--- config.mk ---
export PLATFORM = sky130hd
export DESIGN_NAME = chanRegI2c
export DESIGN_NICKNAME = d
export VERILOG_FILES = /design/src/rtl/chanRegPkg.sv /design/src/rtl/chanRegCtrl.sv /design/src/rtl/chanRegData.sv /design/src/rtl/chanRegI2c.sv
export SDC_FILE = /design/constraint.sdc
export NUM_CORES = 1
export LEC_CHECK = 0
export BUFFER_PORTS_ARGS = -buffer_cell sky130_fd_sc_hd__buf_4
export CAP_MARGIN = 15
export CORE_ASPECT_RATIO = 0.7
export CORE_UTILIZATION = 35
export DETAILED_ROUTE_END_ITERATION = 12
export SYNTH_ARGS = -nofsm -noshare
export SYNTH_HDL_FRONTEND = slang
export SYNTH_SLANG_ARGS = --single-unit
--- constraint.sdc ---
create_clock -name clk -period 3.3 [get_ports clk]
set_input_delay 0.66 -clock clk [delete_from_list [all_inputs] [get_ports clk]]
set_output_delay 0.66 -clock clk [all_outputs]
set_load 0.03 [all_outputs]
--- src/rtl/chanRegPkg.sv ---
package chanRegPkg;

  localparam logic [4:0] ADDR_PREFIX = 5'b01011;

  typedef enum logic [3:0] {
    ST_IDLE,
    ST_ADDR,
    ST_SUB,
    ST_WDATA,
    ST_ACKWAIT,
    ST_ACK,
    ST_TX,
    ST_TXEND,
    ST_MACK,
    ST_IGNORE
  } busState_t;

  typedef struct packed {
    logic shiftIn;
    logic setPtr;
    logic writeReg;
    logic ackOn;
    logic loadTx;
    logic shiftTx;
    logic releaseSda;
  } dpStrobe_t;

endpackage

--- src/rtl/chanRegCtrl.sv ---
module chanRegCtrl
  import chanRegPkg::*;
#(
  parameter int NUM_CH      = 3,
  parameter int SYNC_STAGES = 2
) (
  input  logic       clk,
  input  logic       rstN,
  input  logic       sclIn,
  input  logic       sdaIn,
  input  logic [1:0] strap,
  input  logic [7:0] rxNext,
  output logic       sdaBit,
  output logic       sclLevel,
  output logic       busEvent,
  output logic       idleNow,
  output dpStrobe_t  strobe
);

  localparam int PTR_W = (NUM_CH > 1) ? $clog2(NUM_CH) : 1;
  localparam logic [PTR_W:0] CH_LIM = NUM_CH[PTR_W:0];

  logic [SYNC_STAGES-1:0] sclPipe, sdaPipe;
  logic sclS, sdaS, sclP, sdaP;
  logic sclRise, sclFall, startEv, stopEv;
  busState_t state, nextState, afterAck, nextAfter;
  logic [2:0] bitCnt, nextCnt;
  logic byteDone;
  logic [6:0] myAddr;
  logic subOk;

  // two-flop sampling of the bus, idle level is high
  always_ff @(posedge clk or negedge rstN) begin
    if (!rstN) begin
      sclPipe <= '1;
      sdaPipe <= '1;
      sclP    <= 1'b1;
      sdaP    <= 1'b1;
    end else begin
      sclPipe <= {sclPipe[SYNC_STAGES-2:0], sclIn};
      sdaPipe <= {sdaPipe[SYNC_STAGES-2:0], sdaIn};
      sclP    <= sclS;
      sdaP    <= sdaS;
    end
  end

  assign sclS    = sclPipe[SYNC_STAGES-1];
  assign sdaS    = sdaPipe[SYNC_STAGES-1];
  assign sclRise = sclS & ~sclP;
  assign sclFall = ~sclS & sclP;
  assign startEv = sclS & sclP & sdaP & ~sdaS;
  assign stopEv  = sclS & sclP & ~sdaP & sdaS;

  assign sdaBit   = sdaS;
  assign sclLevel = sclS;
  assign busEvent = startEv | stopEv;
  assign idleNow  = (state == ST_IDLE);

  assign myAddr = {ADDR_PREFIX, strap};
  assign subOk  = (rxNext[7:PTR_W] == '0) && ({1'b0, rxNext[PTR_W-1:0]} < CH_LIM);

  always_comb begin
    strobe    = '0;
    nextState = state;
    nextCnt   = bitCnt;
    nextAfter = afterAck;
    byteDone  = 1'b0;
    if (startEv) begin
      strobe.releaseSda = 1'b1;
      nextState = ST_ADDR;
      nextCnt   = '0;
    end else if (stopEv) begin
      strobe.releaseSda = 1'b1;
      nextState = ST_IDLE;
    end else begin
      unique case (state)
        ST_ADDR, ST_SUB, ST_WDATA: begin
          if (sclRise) begin
            strobe.shiftIn = 1'b1;
            nextCnt = bitCnt + 3'd1;
            if (bitCnt == 3'd7) begin
              byteDone = 1'b1;
              nextState = ST_IGNORE;
              if (state == ST_ADDR) begin
                if (rxNext[7:1] == myAddr) begin
                  nextState = ST_ACKWAIT;
                  nextAfter = rxNext[0] ? ST_TX : ST_SUB;
                end
              end else if (state == ST_SUB) begin
                if (subOk) begin
                  strobe.setPtr = 1'b1;
                  nextState = ST_ACKWAIT;
                  nextAfter = ST_WDATA;
                end
              end else begin
                strobe.writeReg = 1'b1;
                nextState = ST_ACKWAIT;
                nextAfter = ST_IGNORE;
              end
            end
          end
        end
        ST_ACKWAIT: if (sclFall) begin
          strobe.ackOn = 1'b1;
          nextState = ST_ACK;
        end
        ST_ACK: if (sclFall) begin
          nextCnt = '0;
          nextState = afterAck;
          if (afterAck == ST_TX) strobe.loadTx = 1'b1;
          else strobe.releaseSda = 1'b1;
        end
        ST_TX: begin
          if (sclRise) begin
            nextCnt = bitCnt + 3'd1;
            if (bitCnt == 3'd7) nextState = ST_TXEND;
          end else if (sclFall) begin
            strobe.shiftTx = 1'b1;
          end
        end
        ST_TXEND: if (sclFall) begin
          strobe.releaseSda = 1'b1;
          nextState = ST_MACK;
        end
        ST_MACK: if (sclRise) nextState = ST_IGNORE;
        default: ;
      endcase
    end
  end

  always_ff @(posedge clk or negedge rstN) begin
    if (!rstN) begin
      state    <= ST_IDLE;
      afterAck <= ST_IDLE;
      bitCnt   <= '0;
    end else begin
      state    <= nextState;
      afterAck <= nextAfter;
      bitCnt   <= nextCnt;
    end
  end

  // at most one SDA drive action per cycle
  assert_strobe_onehot_R9: assert property (@(posedge clk) disable iff (!rstN)
    $onehot0({strobe.ackOn, strobe.loadTx, strobe.shiftTx, strobe.releaseSda}));

  // a foreign address sends the target to ignore until the next START
  assert_nack_foreign_R2: assert property (@(posedge clk) disable iff (!rstN)
    (state == ST_ADDR && byteDone && rxNext[7:1] != myAddr) |=> state == ST_IGNORE);

  // a rejected sub-address never reaches the acknowledge phase
  assert_bad_sub_R4: assert property (@(posedge clk) disable iff (!rstN)
    (state == ST_SUB && byteDone && !subOk) |=> state != ST_ACKWAIT);

  // a STOP always returns to idle
  assert_stop_idle_R7: assert property (@(posedge clk) disable iff (!rstN)
    stopEv |=> state == ST_IDLE);

endmodule

--- src/rtl/chanRegData.sv ---
module chanRegData
  import chanRegPkg::*;
#(
  parameter int NUM_CH = 3
) (
  input  logic                  clk,
  input  logic                  rstN,
  input  dpStrobe_t             strobe,
  input  logic                  sdaBit,
  output logic [7:0]            rxNext,
  output logic                  sdaLow,
  output logic [NUM_CH*8-1:0]   chanCfg
);

  localparam int PTR_W = (NUM_CH > 1) ? $clog2(NUM_CH) : 1;

  logic [7:0] rxShift;
  logic [7:0] txShift;
  logic [PTR_W-1:0] ptr;
  logic [7:0] regs [NUM_CH];

  assign rxNext = {rxShift[6:0], sdaBit};

  always_ff @(posedge clk or negedge rstN) begin
    if (!rstN) begin
      rxShift <= '0;
      txShift <= '0;
      ptr     <= '0;
      sdaLow  <= 1'b0;
    end else begin
      if (strobe.shiftIn) rxShift <= rxNext;
      if (strobe.setPtr)  ptr <= rxNext[PTR_W-1:0];
      if (strobe.releaseSda) begin
        sdaLow <= 1'b0;
      end else if (strobe.ackOn) begin
        sdaLow <= 1'b1;
      end else if (strobe.loadTx) begin
        txShift <= regs[ptr];
        sdaLow  <= ~regs[ptr][7];
      end else if (strobe.shiftTx) begin
        txShift <= {txShift[6:0], 1'b0};
        sdaLow  <= ~txShift[6];
      end
    end
  end

  for (genvar ch = 0; ch < NUM_CH; ch++) begin : g_chan
    always_ff @(posedge clk or negedge rstN) begin
      if (!rstN) regs[ch] <= '0;
      else if (strobe.writeReg && ptr == PTR_W'(ch)) regs[ch] <= rxNext;
    end
    assign chanCfg[ch*8 +: 8] = regs[ch];
  end

  // writes only ever address an existing channel
  assert_write_in_range_R4: assert property (@(posedge clk) disable iff (!rstN)
    strobe.writeReg |-> ptr < PTR_W'(NUM_CH));

  // pointer moves only on an accepted sub-address
  assert_ptr_hold_R4: assert property (@(posedge clk) disable iff (!rstN)
    !strobe.setPtr |=> $stable(ptr));

endmodule

--- src/rtl/chanRegI2c.sv ---
module chanRegI2c
  import chanRegPkg::*;
#(
  parameter int NUM_CH      = 3,
  parameter int SYNC_STAGES = 2
) (
  input  logic                clk,
  input  logic                rstN,
  input  logic [1:0]          strap,
  input  logic                sclIn,
  input  logic                sdaIn,
  output logic                sdaLow,
  output logic [NUM_CH*8-1:0] chanCfg
);

  dpStrobe_t strobe;
  logic [7:0] rxNext;
  logic sdaBit, sclLevel, busEvent, idleNow;

  chanRegCtrl #(.NUM_CH(NUM_CH), .SYNC_STAGES(SYNC_STAGES)) ctrl (
    .clk(clk), .rstN(rstN), .sclIn(sclIn), .sdaIn(sdaIn), .strap(strap),
    .rxNext(rxNext), .sdaBit(sdaBit), .sclLevel(sclLevel),
    .busEvent(busEvent), .idleNow(idleNow), .strobe(strobe)
  );

  chanRegData #(.NUM_CH(NUM_CH)) data (
    .clk(clk), .rstN(rstN), .strobe(strobe), .sdaBit(sdaBit),
    .rxNext(rxNext), .sdaLow(sdaLow), .chanCfg(chanCfg)
  );

  // drive is frozen while SCL stays high, apart from a release at START/STOP
  assert_sda_steady_R9: assert property (@(posedge clk) disable iff (!rstN)
    (sclLevel && $past(sclLevel) && !$past(busEvent)) |-> $stable(sdaLow));

  // nothing is driven while idle
  assert_idle_quiet_R8: assert property (@(posedge clk) disable iff (!rstN)
    idleNow |-> !sdaLow);

endmodule

Word level (Yosys, flattened, before mapping)

Cells that the tools add are included.

Memories kept: 0
Bits in writable memories: 0
Bits of input ports: 6
Bits in latches: 0
ROM bits: 0
Logic and storage cells: 132
Output and inout bits: 25
Register bits: 58

Shifts and indexed selects: 0
$mul: 0
Magnitude comparators: 2
Bitwise gates (word level): 18
Add/subtract/negate cells: 1
Divide/modulo/power cells: 0
Eq/ne operators: 26
Reductions and logical operators: 16
Muxes and demuxes: 55

Operator list:

| cell                                                  | number |
|---|---|
| two-way mux 4 bit                                     | 18 |
| inequality test 4 x 1 -> 1 bit, second input constant | 8 |
| case mux 4 bit (6 select lines)                       | 1 |
| two-way mux 3 bit                                     | 7 |
| equality test 4 x 3 -> 1 bit, second input constant   | 5 |
| two-way mux 1 bit                                     | 18 |
| binary-select mux 8 bit (select 2 bit)                | 1 |
| two-way mux 8 bit                                     | 2 |
| two-way mux 7 bit                                     | 2 |
| two-way mux 6 bit                                     | 2 |
| NOT 1 bit                                             | 10 |
| inequality test 3 x 1 -> 1 bit, second input constant | 3 |
| AND reduction 9 bit                                   | 1 |
| equality test 4 x 2 -> 1 bit, second input constant   | 2 |
| nonzero test 8 bit                                    | 1 |
| bitwise AND 1 bit                                     | 7 |
| equality test 7 x 6 -> 1 bit                          | 1 |
| AND reduction 7 bit                                   | 1 |
| logical NOT 6 bit                                     | 1 |
| case mux 3 bit (2 select lines)                       | 1 |
| equality test 4 x 1 -> 1 bit, second input constant   | 1 |
| equality test 4 bit, second input constant            | 1 |
| logical AND 1 bit                                     | 4 |
| two-way mux 2 bit                                     | 2 |
| 18 further kinds                                      | 18 |

Depth between registers and ports, before layout

Depth after elaboration: 14
Depth in mapped cells: 6
Depth with buffers taken out: 6

Cells and area by module

Synthesis repeated with hierarchy kept, for this count alone.

Cells, all modules: 253
Area, all modules: 2939.1 sq um

By module, submodules not included:

| module      | area an instance (sq um) | sequential area each (sq um) | instances | cells each |
|---|---|---|---|---|
| chanRegData | 1856.8                   | 1026.0                       | 1         | 138 |
| chanRegCtrl | 1082.3                   | 432.9                        | 1         | 115 |

Least setup slack after synthesis

OpenSTA, ideal clock, no wires.

Path type: flip-flop to flip-flop
Start: reg ctrl.sclPipe[1]
End: reg data.regs (netlist bit data.chanCfg[0])
Arrival time: 1.822 ns
Cell stages (with the launch flop): 6
Required time: 3.175 ns
Path buffers: 1
Setup slack: 1.353 ns
Setup time: 0.125 ns
Period minus slack after synthesis: 1.947 ns
Path through: dfstp_2 buf_2 nor4b_4 nand4_1 nor3_4 mux2_2

Cells in the longest elaborated chain, start to end: 6
Elaborated cells between the ends (all ways): 11
Classes of those cells: 4 x mux; 6 x bitwise; 1 x reduce/logical

RTL lines:

| what                                                   | RTL line                                                | source |
|---|---|---|
| from (decl)                                            | chanRegCtrl.sv:23                                       | `logic [SYNC_STAGES-1:0] sclPipe, sdaPipe;` |
| from (signal assigned)                                 | chanRegCtrl.sv:40                                       | `sclPipe <= {sclPipe[SYNC_STAGES-2:0], sclIn};` |
| bitwise AND 1 bit, on equally long branches            | chanRegCtrl.sv:49, chanRegCtrl.sv:51, chanRegCtrl.sv:52 |  |
| two-way mux 3 bit or bitwise AND 1 bit (tied branches) | chanRegCtrl.sv:78, chanRegCtrl.sv:52                    |  |
| two-way mux 3 bit or bitwise AND 1 bit (tied branches) | chanRegCtrl.sv:76, chanRegCtrl.sv:52                    |  |
| two-way mux 6 bit                                      | chanRegCtrl.sv:72                                       | `end else if (stopEv) begin` |
| two-way mux 6 bit (*)                                  | chanRegCtrl.sv:68                                       | `if (startEv) begin` |
| logical AND 1 bit (*)                                  | chanRegData.sv:50                                       | `else if (strobe.writeReg && ptr == PTR_W'(ch)) regs[ch] <= rxNext;` |
| to (signal, indexed assignment)                        | chanRegData.sv:50                                       |  |
| to (decl)                                              | chanRegData.sv:20                                       | `logic [7:0] regs [NUM_CH];` |

Mark *: on every way between the ends. The rest lies on a longest branch, timed or not.
A chain may end at the register's enable or synchronous reset.

Worst setup path in the final report

Start: reg ctrl.sclPipe[1]
End: reg data.regs (netlist bit data.chanCfg[8])

The elaborated chain is that of the path after synthesis.

==> out/qor.yml <==
outcome:
  status: "finished, final reports clean"
finish:
  register_area_um2: 1460
  nNetsFinal: 271
  diodes: 0
  layout-drive-gt1-share: 0.373
  postLayoutCoreUtil: 0.459
  areaGrowthSynthToFinish_pct: 23.8
  final_cells: 366
  multi_input_area_um2: 1250
  nFillCells: 690
min_path:
  holdPathStages: 0
  min_to: "ctrl.sdaPipe[1]"
  min_from: "ctrl.sdaPipe[0]"
  hp-class: "reg2reg"
cts:
  clk_pin_slew_worst_paths_ns: 0.05
  postCtsSetupRepairBufs: 0
  cts_tree: "built"
  cts_buffers: 9
  worstSkewPairLatency_ns: 0.33
  cts-resized-gates: 0
  cts_sinks: 58
  cts_max_level: 3
  clockRootBuffer: "clkbuf_16"
  ctsHoldBuffers: 0
  clockBufferDepth: 2
route:
  viasPerCell: 5.23
  wire_per_inst_um: 17.4
  ant_nets: 0
  drt_iter0_markers: 94
  drt_first_pass_iters: 4
  vias: 1915
  finalWirelength_mm: 6.36
  drc_errors: 0
placed_design:
  hpwl_mm: 4.25
  numPortBuffers: 30
  place_inst: 350
  globalplace.congestion: 0.762
  place_ws_ns: 0.925
logic_synthesis:
  synth-main-ff-cell: "dfrtp_1"
  ys_ff_latch: 58
  syn-num-nets: 238
  ys_seq_area_frac: 0.527
  avgSynthCellArea_um2: 12.0
  yosysMostFrequentCell: "dfrtp_1"
  yosysWarnings: 0
  synth_top_cell_by_area: "dfrtp_1"
  synth_top_cells_by_count: "52 x dfrtp_1, 34 x mux2_2, 21 x o21ai_0"
  synth_cell_types: 49
  syn-instance-count: 230
  synth_top_area_share: 0.470
  synth_edf_count: 0
  netlist_area_um2: 2770
  synth.area.top_cells: "dfrtp_1 47%, mux2_2 14%, dfstp_2 5.7%, mux2i_1 5.4%, o21ai_0 3.8%"
  async_reset_ff_frac: 1.00
pwr:
  power_switching_uw: 652
  internal_power_uw: 1700
  power_frac_clock: 0.463
  p_per_area_nw_per_um2: 684
  combPwrFrac: 0.135
  vdd_drop_max_v: 0.000373
  power_leakage_uw: 0.00158
  switching_share: 0.278
  power.share.sequential: 0.402
grt:
  grt_pass1_vias: 1901
  met1_usage: 0.264
  antenna_found_initial: 0
  track_usage: 0.173
  busiest_layer: "met1"
  grt_use_met2: 0.227
  met3_usage: 0.0488
  grt_pass1_wl_mm: 10.5
  overflow: 0
  grt_max_degree: 59
die:
  fp.dieW_um: 108
  ios: 31
  rows: 26
  dieHeight_um: 76.4
  dieArea_um2: 8280
  start_util: 0.370
  core_area_um2: 7480
sta:
  setup_ws_ns: 0.927
  period_share: 0.719
  max_slew.worst_pin.slew_ns: 0.747
  fmax_ghz: 0.421
  timing.final.crit_period_ns: 2.37
  tns_ns: 0
  finalHoldViolations: 0
  slew_viol_final: 0
  slew_headroom: 0.502
  setup_viol: 0
  fin_skew_ns: 0.00631
  rsz0062_at_grt: "no"
flow_run:
  max_cap_violations: 0
critical_path:
  path_cells: "nor4b_4 -> nand4_1 -> nor2b_1 -> mux2_2"
  reg2reg_slack_ns: 0.93
  setup.worst_path.end_class: "flip-flop"
  required_ns: 3.51
  worstRegToRegCells: 4
  cpMaxStageDelayCell: "nor2b_1"
  criticalPathCategory: "reg2reg"
  regToRegStartpoint: "ctrl.sclPipe[1]"
  cp-start-kind: "flip-flop"
  crit_arrival_ns: 2.58
  critPathMaxStageDelay_ns: 0.66
  timing.rr.end: "data.chanCfg[8]"
  worst-path-max-fanout: 10
layer usage:
layer	up-vias	part of all wire
li1	906	-
met1	952	0.52
met2	51	0.42
met3	6	0.048
met4	0	0.012
met5	-	0
how the worst max path moves through the flow:
stage,from,cells after the start,slack (ns),endpoint
2_1_floorplan,ctrl.sclPipe[1],5,1.35,data.chanCfg[0]
3_3_place_gp,ctrl.sclPipe[1],4,1.04,data.chanCfg[14]
3_5_place_dp,ctrl.sclPipe[1],4,0.93,data.chanCfg[8]
4_1_cts,ctrl.sclPipe[1],4,0.93,data.chanCfg[9]
5_1_grt,ctrl.sclPipe[1],4,0.75,data.chanCfg[13]
6_report,ctrl.sclPipe[1],4,0.93,data.chanCfg[8]
cell type report:
class                      count  area share
clock buffer                   9      0.0656
clock inverter                 7      0.0365
inverter                       3     0.00328
multi-input combinational    160       0.366
sequential                    58       0.425
tap                           98      0.0357
timing repair buffer          31      0.0678
critical path: cells and delay by family (launching register included):
kind,cells,cell delay [ns]
AND/OR/NAND/NOR,3,1.22
flip-flops,1,0.62
multiplexers,1,0.41
power by group through the flow:
stage / sequential (µW) / combinational, µW / clock [µW]
floorplan: 903 / 250 / 0
global placement: 948 / 307 / 0
detailed placement: 954 / 314 / 0
CTS: 943 / 318 / 1100
global route: 960 / 351 / 1150
finish: 944 / 317 / 1090
state kept, by name, summed over array words and instances (netlist names):
name           cells
ctrl.afterAck      4
ctrl.bitCnt        3
ctrl.sclP          1
ctrl.sclPipe       2
ctrl.sdaP          1
ctrl.sdaPipe       2
ctrl.state         4
data.chanCfg      24
data.ptr           2
data.rxShift       7
data.sdaLow        1
data.txShift       7
logic make-up after synthesis:
kind of cell / Yosys count / share of synthesized area
AO/OA/AOI/OAI: 44 / 0.107
flip-flops: 58 / 0.527
AND/OR/NAND/NOR: 62 / 0.135
buffers and inverters: 12 / 0.0203
XOR/XNOR: 3 / 0.00949
adder cells (fa/ha/maj): 2 / 0.00903
multiplexers: 49 / 0.192
metrics by stage:
step           hold WS (ns)  area (µm²)  power, µW
6_report              0.354        3430       2350
5_1_grt               0.367        3430       2460
4_1_cts               0.355        3430       2370
3_5_place_dp          0.348        3080       1270
3_3_place_gp          0.346        3080       1250
2_1_floorplan         0.345        2770       1150
cell usage in the layout (no fill, tap or decap), types with 3 or more instances in the layout:
cell type   n
mux2i_1    15
inv_1       3
clkbuf_16   9
o21ai_0    21
bufinv_16   3
nand3_1     7
clkinv_4    3
mux2_2     34
dfstp_2     6
dfrtp_1    52
nand2b_1    6
nor2b_1     4
nand2_1    20
nor2_1      6
a21oi_1     4
buf_4      31
Note: power is estimated with default switching activity, not from simulation.
